[src/rtl/gpio_port_pkg.sv]
package gpio_port_pkg;
    typedef enum logic [1:0] {
        ACC_NONE = 2'd0,
        ACC_DATA = 2'd1,
        ACC_DIR  = 2'd2
    } acc_kind_e;
endpackage

[src/rtl/gpio_in_sync.sv]
module gpio_in_sync #(
    parameter int W      = 8,
    parameter int STAGES = 2
) (
    input  logic         clk,
    input  logic         rst_n,
    input  logic [W-1:0] async_in,
    output logic [W-1:0] sync_out
);
    logic [W-1:0] chain_d [STAGES];
    logic [W-1:0] chain_q [STAGES];

    always_comb begin
        chain_d[0] = async_in;
        for (int i = 1; i < STAGES; i++) begin
            chain_d[i] = chain_q[i-1];
        end
    end

    always_ff @(posedge clk) begin
        for (int i = 0; i < STAGES; i++) begin
            if (!rst_n) chain_q[i] <= '0;
            else        chain_q[i] <= chain_d[i];
        end
    end

    assign sync_out = chain_q[STAGES-1];
endmodule

[src/rtl/gpio_addr_decode.sv]
module gpio_addr_decode
    import gpio_port_pkg::*;
#(
    parameter int             AW         = 12,
    parameter int             NPINS      = 8,
    parameter logic [AW-1:0]  DIR_OFFSET = 'h400
) (
    input  logic [AW-1:0]    addr,
    output acc_kind_e        kind,
    output logic [NPINS-1:0] pin_mask
);
    localparam int MASK_LO = 2;
    localparam int MASK_HI = NPINS + 1;

    logic data_hit;
    logic dir_hit;
    logic unused_byte_lane;

    assign unused_byte_lane = ^addr[1:0];
    assign data_hit = (addr[AW-1:MASK_HI+1] == '0);
    assign dir_hit  = (addr[AW-1:2] == DIR_OFFSET[AW-1:2]);
    assign pin_mask = addr[MASK_HI:MASK_LO];

    always_comb begin
        if (data_hit)     kind = ACC_DATA;
        else if (dir_hit) kind = ACC_DIR;
        else              kind = ACC_NONE;
    end
endmodule

[src/rtl/gpio_read_mux.sv]
module gpio_read_mux
    import gpio_port_pkg::*;
#(
    parameter int NPINS = 8,
    parameter int DW    = 32
) (
    input  acc_kind_e        kind,
    input  logic [NPINS-1:0] pin_mask,
    input  logic [NPINS-1:0] out_val,
    input  logic [NPINS-1:0] dir_val,
    input  logic [NPINS-1:0] pin_sync,
    output logic [DW-1:0]    word
);
    logic [NPINS-1:0] level;

    for (genvar n = 0; n < NPINS; n++) begin : g_level
        assign level[n] = dir_val[n] ? out_val[n] : pin_sync[n];
    end

    always_comb begin
        case (kind)
            ACC_DATA: word = DW'(level & pin_mask);
            ACC_DIR:  word = DW'(dir_val);
            default:  word = '0;
        endcase
    end
endmodule

[src/rtl/gpio_masked_port.sv]
module gpio_masked_port
    import gpio_port_pkg::*;
#(
    parameter int             NPINS       = 8,
    parameter int             AW          = 12,
    parameter int             DW          = 32,
    parameter int             SYNC_STAGES = 2,
    parameter logic [AW-1:0]  DIR_OFFSET  = 'h400
) (
    input  logic             clk,
    input  logic             rst_n,
    input  logic             bus_en,
    input  logic             bus_we,
    input  logic [AW-1:0]    bus_addr,
    input  logic [DW-1:0]    bus_wdata,
    output logic [DW-1:0]    bus_rdata,
    input  logic [NPINS-1:0] pad_in,
    output logic [NPINS-1:0] pad_out,
    output logic [NPINS-1:0] pad_oe
);
    typedef struct packed {
        logic [NPINS-1:0] out;
        logic [NPINS-1:0] dir;
        logic [DW-1:0]    rdata;
    } port_state_t;

    port_state_t      state_d, state_q;
    acc_kind_e        acc_kind;
    logic [NPINS-1:0] acc_mask;
    logic [NPINS-1:0] pin_sync;
    logic [DW-1:0]    rd_word;
    logic [NPINS-1:0] wr_byte;
    logic             unused_wdata_hi;

    assign wr_byte         = bus_wdata[NPINS-1:0];
    assign unused_wdata_hi = ^bus_wdata[DW-1:NPINS];

    gpio_in_sync #(.W(NPINS), .STAGES(SYNC_STAGES)) u_sync (
        .clk      (clk),
        .rst_n    (rst_n),
        .async_in (pad_in),
        .sync_out (pin_sync)
    );

    gpio_addr_decode #(.AW(AW), .NPINS(NPINS), .DIR_OFFSET(DIR_OFFSET)) u_dec (
        .addr     (bus_addr),
        .kind     (acc_kind),
        .pin_mask (acc_mask)
    );

    gpio_read_mux #(.NPINS(NPINS), .DW(DW)) u_rmux (
        .kind     (acc_kind),
        .pin_mask (acc_mask),
        .out_val  (state_q.out),
        .dir_val  (state_q.dir),
        .pin_sync (pin_sync),
        .word     (rd_word)
    );

    always_comb begin
        state_d = state_q;
        if (bus_en && bus_we) begin
            case (acc_kind)
                ACC_DATA: state_d.out = (state_q.out & ~acc_mask) | (wr_byte & acc_mask);
                ACC_DIR:  state_d.dir = wr_byte;
                default:  ;
            endcase
        end
        if (bus_en && !bus_we) begin
            state_d.rdata = rd_word;
        end
    end

    always_ff @(posedge clk) begin
        if (!rst_n) state_q <= '0;
        else        state_q <= state_d;
    end

    assign bus_rdata = state_q.rdata;
    assign pad_out   = state_q.out;
    assign pad_oe    = state_q.dir;
endmodule

[config.mk]
export PLATFORM = sky130hd
export DESIGN_NAME = gpio_masked_port
export DESIGN_NICKNAME = d
export VERILOG_FILES = /design/src/rtl/gpio_port_pkg.sv /design/src/rtl/gpio_in_sync.sv /design/src/rtl/gpio_addr_decode.sv /design/src/rtl/gpio_read_mux.sv /design/src/rtl/gpio_masked_port.sv
export SDC_FILE = /design/constraint.sdc
export NUM_CORES = 1
export LEC_CHECK = 0
export BUFFER_PORTS_ARGS = -buffer_cell sky130_fd_sc_hd__buf_4
export CORE_ASPECT_RATIO = 0.7
export CORE_MARGIN = 3
export CORE_UTILIZATION = 39
export CTS_BUF_LIST = sky130_fd_sc_hd__clkbuf_8 sky130_fd_sc_hd__clkbuf_16
export DETAILED_ROUTE_END_ITERATION = 8
export PLACE_DENSITY = 0.76
export SYNTH_ARGS = -nofsm -noshare
export SYNTH_HDL_FRONTEND = slang
export SYNTH_SLANG_ARGS = --single-unit
[constraint.sdc]
create_clock -name clk -period 2.48 [get_ports clk]
set_input_delay 0.496 -clock clk [delete_from_list [all_inputs] [get_ports clk]]
set_output_delay 0.496 -clock clk [all_outputs]
set_load 0.005 [all_outputs]
======== Word-level counts from Yosys, hierarchy flattened ========
Memory sizes are Yosys's and may differ from the RTL's.
Index checks and enable logic that the tools add are counted.
word-level totals
  register bits ........................... 48
  memory bits (writable) .................. 16
  bits of input ports ..................... 56
  memories ................................ 1
operators by class
  equality and inequality tests ........... 3
  muxes and demuxes ....................... 15
  bitwise gates (word level) .............. 7
  reductions and logical operators ........ 6
memory list
  name            words  width  read ports  clocked after Yosys merged registers in  write ports  RTL line            source
  u_sync.chain_q  2      8      2           0                                        2            gpio_in_sync.sv:11  logic [W-1:0] chain_q [STAGES];
operators by type and width
  operator             number
  $pmux 32 s2          1
  $and 8x8->8          3
  $mux 8               2
  $eq 10x9->1 const B  1
  $mux 1               10
  $not 8->8            1
  $or 8x8->8           1
  $mux 2               2
  $reduce_and 2->1     2
  $eq 2x1->1 const B   1
  $eq 2x2->1 const B   1
  $logic_and 1x1->1    2
  $logic_not 2->1      1
  $or 1x1->1           2
  $logic_not 1->1      1

======== Logic depth before layout (Yosys ltp) ========
  word-level depth ........................ 5
  mapped depth ............................ 4

======== Hierarchy ========
A second synthesis with hierarchy kept.
second synthesis, totals
  cells, all modules ...................... 315
  area, all modules ....................... 2840.2 µm²
by module, submodules not included
  module            instances  cells each  area an instance (µm²)
  gpio_masked_port  1          213         1843.0
  gpio_read_mux     1          56          449.2
  gpio_in_sync      1          33          446.7
  gpio_addr_decode  1          13          101.3

======== Worst setup path after synthesis ========
OpenSTA, ideal clock, no wires.
  path type ............................... input to register
  from .................................... input bus_addr[5]
  to ...................................... register state_q, in the netlist pad_oe[0]
  setup time .............................. 123 ps
  arrival ................................. 1392 ps
  required time ........................... 2357 ps
  setup slack ............................. 965 ps
  stages on the path ...................... 3
  buffers on the path ..................... 0
  cells stage by stage .................... nor4_4 -> nand4_4 -> mux2i_1
between the ends
  longest elaborated chain between the ends .. 5
ends and longest elaborated chain
  item                        RTL line                source
  from (decl)                 gpio_masked_port.sv:14  input logic [AW-1:0] bus_addr,
  $eq 10x9->1                 gpio_addr_decode.sv:21  assign dir_hit = (addr[AW-1:2] == DIR_OFFSET[AW-1:2]);
  $mux 2                      gpio_addr_decode.sv:26  else if (dir_hit) kind = ACC_DIR;
  $mux 2                      gpio_addr_decode.sv:25  if (data_hit) kind = ACC_DATA;
  $eq 2x2->1                  gpio_masked_port.sv:63  case (acc_kind)
  $reduce_and 2->1 (no line)  n/a
  to (signal assigned)        gpio_masked_port.sv:76  else state_q <= state_d;
  to (decl)                   gpio_masked_port.sv:27  port_state_t state_d, state_q;
No other way between the ends.
A chain may end at the register's enable or synchronous reset.

==> run summary <==
R2R depth: 3
Reg-to-Reg Start: pad_oe[3]$_SDFFE_PN0P_
Worst-margin pin slew: 0.6269 ns
Grt total ovfl: 0
Switching share of power: 25.10%
Min cycle time layout: 1.483 ns
Startpoint types: primary input
Die X: 86.93 um
# diodes: 0
Final WL: 4472 um
Rows: 19
Crit. End Element: register
First-pass GRT wire length: 6920 um
Vias per inst: 4.931
DR iter-0 viols: 74
FF-to-FF End: bus_rdata[3]$_SDFFE_PN0P_
Final setup violating endpoints: 0
Vias in the first global route: 1354
Clock Tree Root: clkbuf_8
Hold Path Sink: u_sync.chain_q[0][3]$_SDFF_PN0_
Synthesized area: 1788 sq um
Hold-fix buffers at CTS: 0
Hold Crit Depth: 2
Post-CTS Setup Bufs: 0
Combinational power share: 11.0%
PortBufs: 53
Flop2flop setup slack: 1.35 ns
Core region area: 4160 sq um
Switching Power: 0.0003199 W
# nets final: 307
Finished Cell Area: 2262 sq um
PwrDens: 563.4 nW/um^2
Final TNS setup: 0 ns
Mean Syn Cell Area: 9.216 sq um
Leakage power: 1.062 nW
Top cell type's share of synthesized area: 44.79%
Maximum vdd drop: 0.3379 mV
Top Ports: 104
Clock Latency Late Sink: 0.29 ns
Remaining antenna violation count: 0
Min-delay src: pad_in[3]
Slowest stage cell, crit path: nor4bb_1
Bufs on Longest Clock Path: 2
DR vias: 1499
Final period util: 59.78%
Skew final: 0.006053 ns
Die area: 5446 sq um
Maximum clock rate: 0.6745 GHz
Post-synthesis sequential area ratio: 44.79%
Worst EP arrival: 1.70 ns
Commonest non-fill, non-tap cell in the layout: buf_4
Most area-consuming cells after synthesis: dfxtp_1 45%, buf_4 10%, and2_1 5.9%
Post-synthesis cell count: 194
Slowest stage delay, CP: 0.57 ns
Ratio of cells with drive above 1 in the final layout: 30.56%
Final hold vios: 0
Hold crit path type: primary input to register
Slew margin rel.: 57.64%
Worst path required time: 2.70 ns
Critical path type: primary input to register
DR DRC count: 0
Yosys cell types: 24
Sequential Power Share: 52.7%
Slew Limit Fails: 0
Wirelength per Cell: 14.71 um
CTS buffer count: 5
Die H: 62.65 um
Tot GR Track Use: 16.38%
CTS tree: built
Pint: 0.0009545 W
H-tree levels: 2
Status: finished clean
Yosys reg bits: 40
Yosys top cell by area: dfxtp_1
Dpl hpwl: 3206 um
Commonest non-fill, non-tap cells in the layout: 57 x buf_4, 40 x dfxtp_1, 24 x conb_1
Crit Path Max Fanout: 6
Register area: 800.8 sq um
Crit path buf inv count: 2
Initial core utilization: 42.98%
Part of the power in the clock network: 36.3%
Clock slew at reported path FFs: 0.08 ns
Placer's final routability congestion estimate: 0.7724
Post-CTS Resized: 0
Worst path top cell family by delay: simple AND/OR/NAND/NOR gates
Fillers: 389
RSZ-0062 raised after global routing: false
Initial antenna violation count: 0
Area of the multi-input gates: 837.1 sq um
Pin count of the biggest net entering global routing: 42
Syn-to-layout area delta: 26.52%
Critical path's most frequent cell: buf_4
DRT Pass-1 Iters: 4
Placed Area: 2165 sq um
Reported max-cap violation count: 0
CTS Sinks: 40
Synth warn: 0
Critical path cell sequence: buf_4 -> nor4bb_1 -> buf_4 -> nand3_1 -> a21oi_1
[cells by family (layout without fill, tap and decap cells)]
family	after synthesis	after routing	share of synthesized area [%]
other	1	24	0.2097
DFF	40	40	44.79
muxes	16	16	9.518
AOI/OAI and AO/OA	40	40	11.76
and+or+nand+nor	58	58	20.50
buffers and inverters	39	74	13.23
[layout make-up]
type / count / area share, %
multi-input combinational: 138 / 37.00
sequential: 40 / 35.40
timing repair buffer: 57 / 18.92
clock buffer: 6 / 3.650
tap: 52 / 2.876
inverter: 9 / 1.493
clock inverter: 2 / 0.6637
[synth_stat cells]
| library cell | instances |
|---|---|
| a21oi_1 | 16 |
| a31oi_1 | 8 |
| and2_1 | 17 |
| buf_1 | 1 |
| buf_4 | 24 |
| clkbuf_1 | 5 |
| conb_1 | 1 |
| dfxtp_1 | 40 |
| inv_1 | 9 |
| mux2_2 | 8 |
| mux2i_1 | 8 |
| nand2_1 | 16 |
| nand2b_1 | 1 |
| nand3_1 | 8 |
| nand4_1 | 8 |
| nand4_4 | 1 |
| nand4bb_1 | 1 |
| nor2_1 | 1 |
| nor2_2 | 1 |
| nor2b_1 | 1 |
| nor4_4 | 1 |
| nor4b_4 | 1 |
| nor4bb_1 | 1 |
| o21ai_0 | 16 |
[how the worst max path moves through the flow]
stage            startpoint                      to  slack (ns)  depth (start not counted)
3_3_place_gp   bus_addr[11]                register        0.76                          5
2_1_floorplan   bus_addr[5]  pad_oe[0]$_SDFFE_PN0P_        0.97                          3
6_report       bus_addr[11]                register         1.0                          5
5_1_grt        bus_addr[11]                register        0.90                          5
3_5_place_dp   bus_addr[11]                register        0.76                          5
4_1_cts        bus_addr[11]                register        1.04                          5
[through the flow]
stage               util, %  setup WS, ns  std cells  hold WS, ns  total power [W]
finish                54.38        0.9973        304       0.4000         0.001274
global route          54.38        0.9044        304       0.3962         0.001329
CTS                   54.38         1.038        304       0.3973         0.001281
detailed placement    52.03        0.7644        296       0.4199        0.0008248
global placement      52.03        0.7631        296       0.4145        0.0008220
floorplan                 -        0.9653        217       0.4119        0.0007712
[routing by layer]
metal  routed length [um]  share of wire [%]  global-route usage [%]
met1                 2065                 46                   23.66
met2                 1950                 44                   22.63
met3                  439                9.8                   5.534
met4                   17               0.38                   5.058
met5                    0                  0                       0
[power by group through the flow]
stage          Combinational (W)  Sequential (W)  Clock (W)
2_1_floorplan          0.0000868        0.000684          0
3_3_place_gp            0.000137        0.000685          0
3_5_place_dp            0.000139        0.000686          0
4_1_cts                 0.000139        0.000671   0.000470
5_1_grt                 0.000155        0.000673   0.000500
6_report                0.000140        0.000671   0.000463
Power figures use the tool's default switching activity.
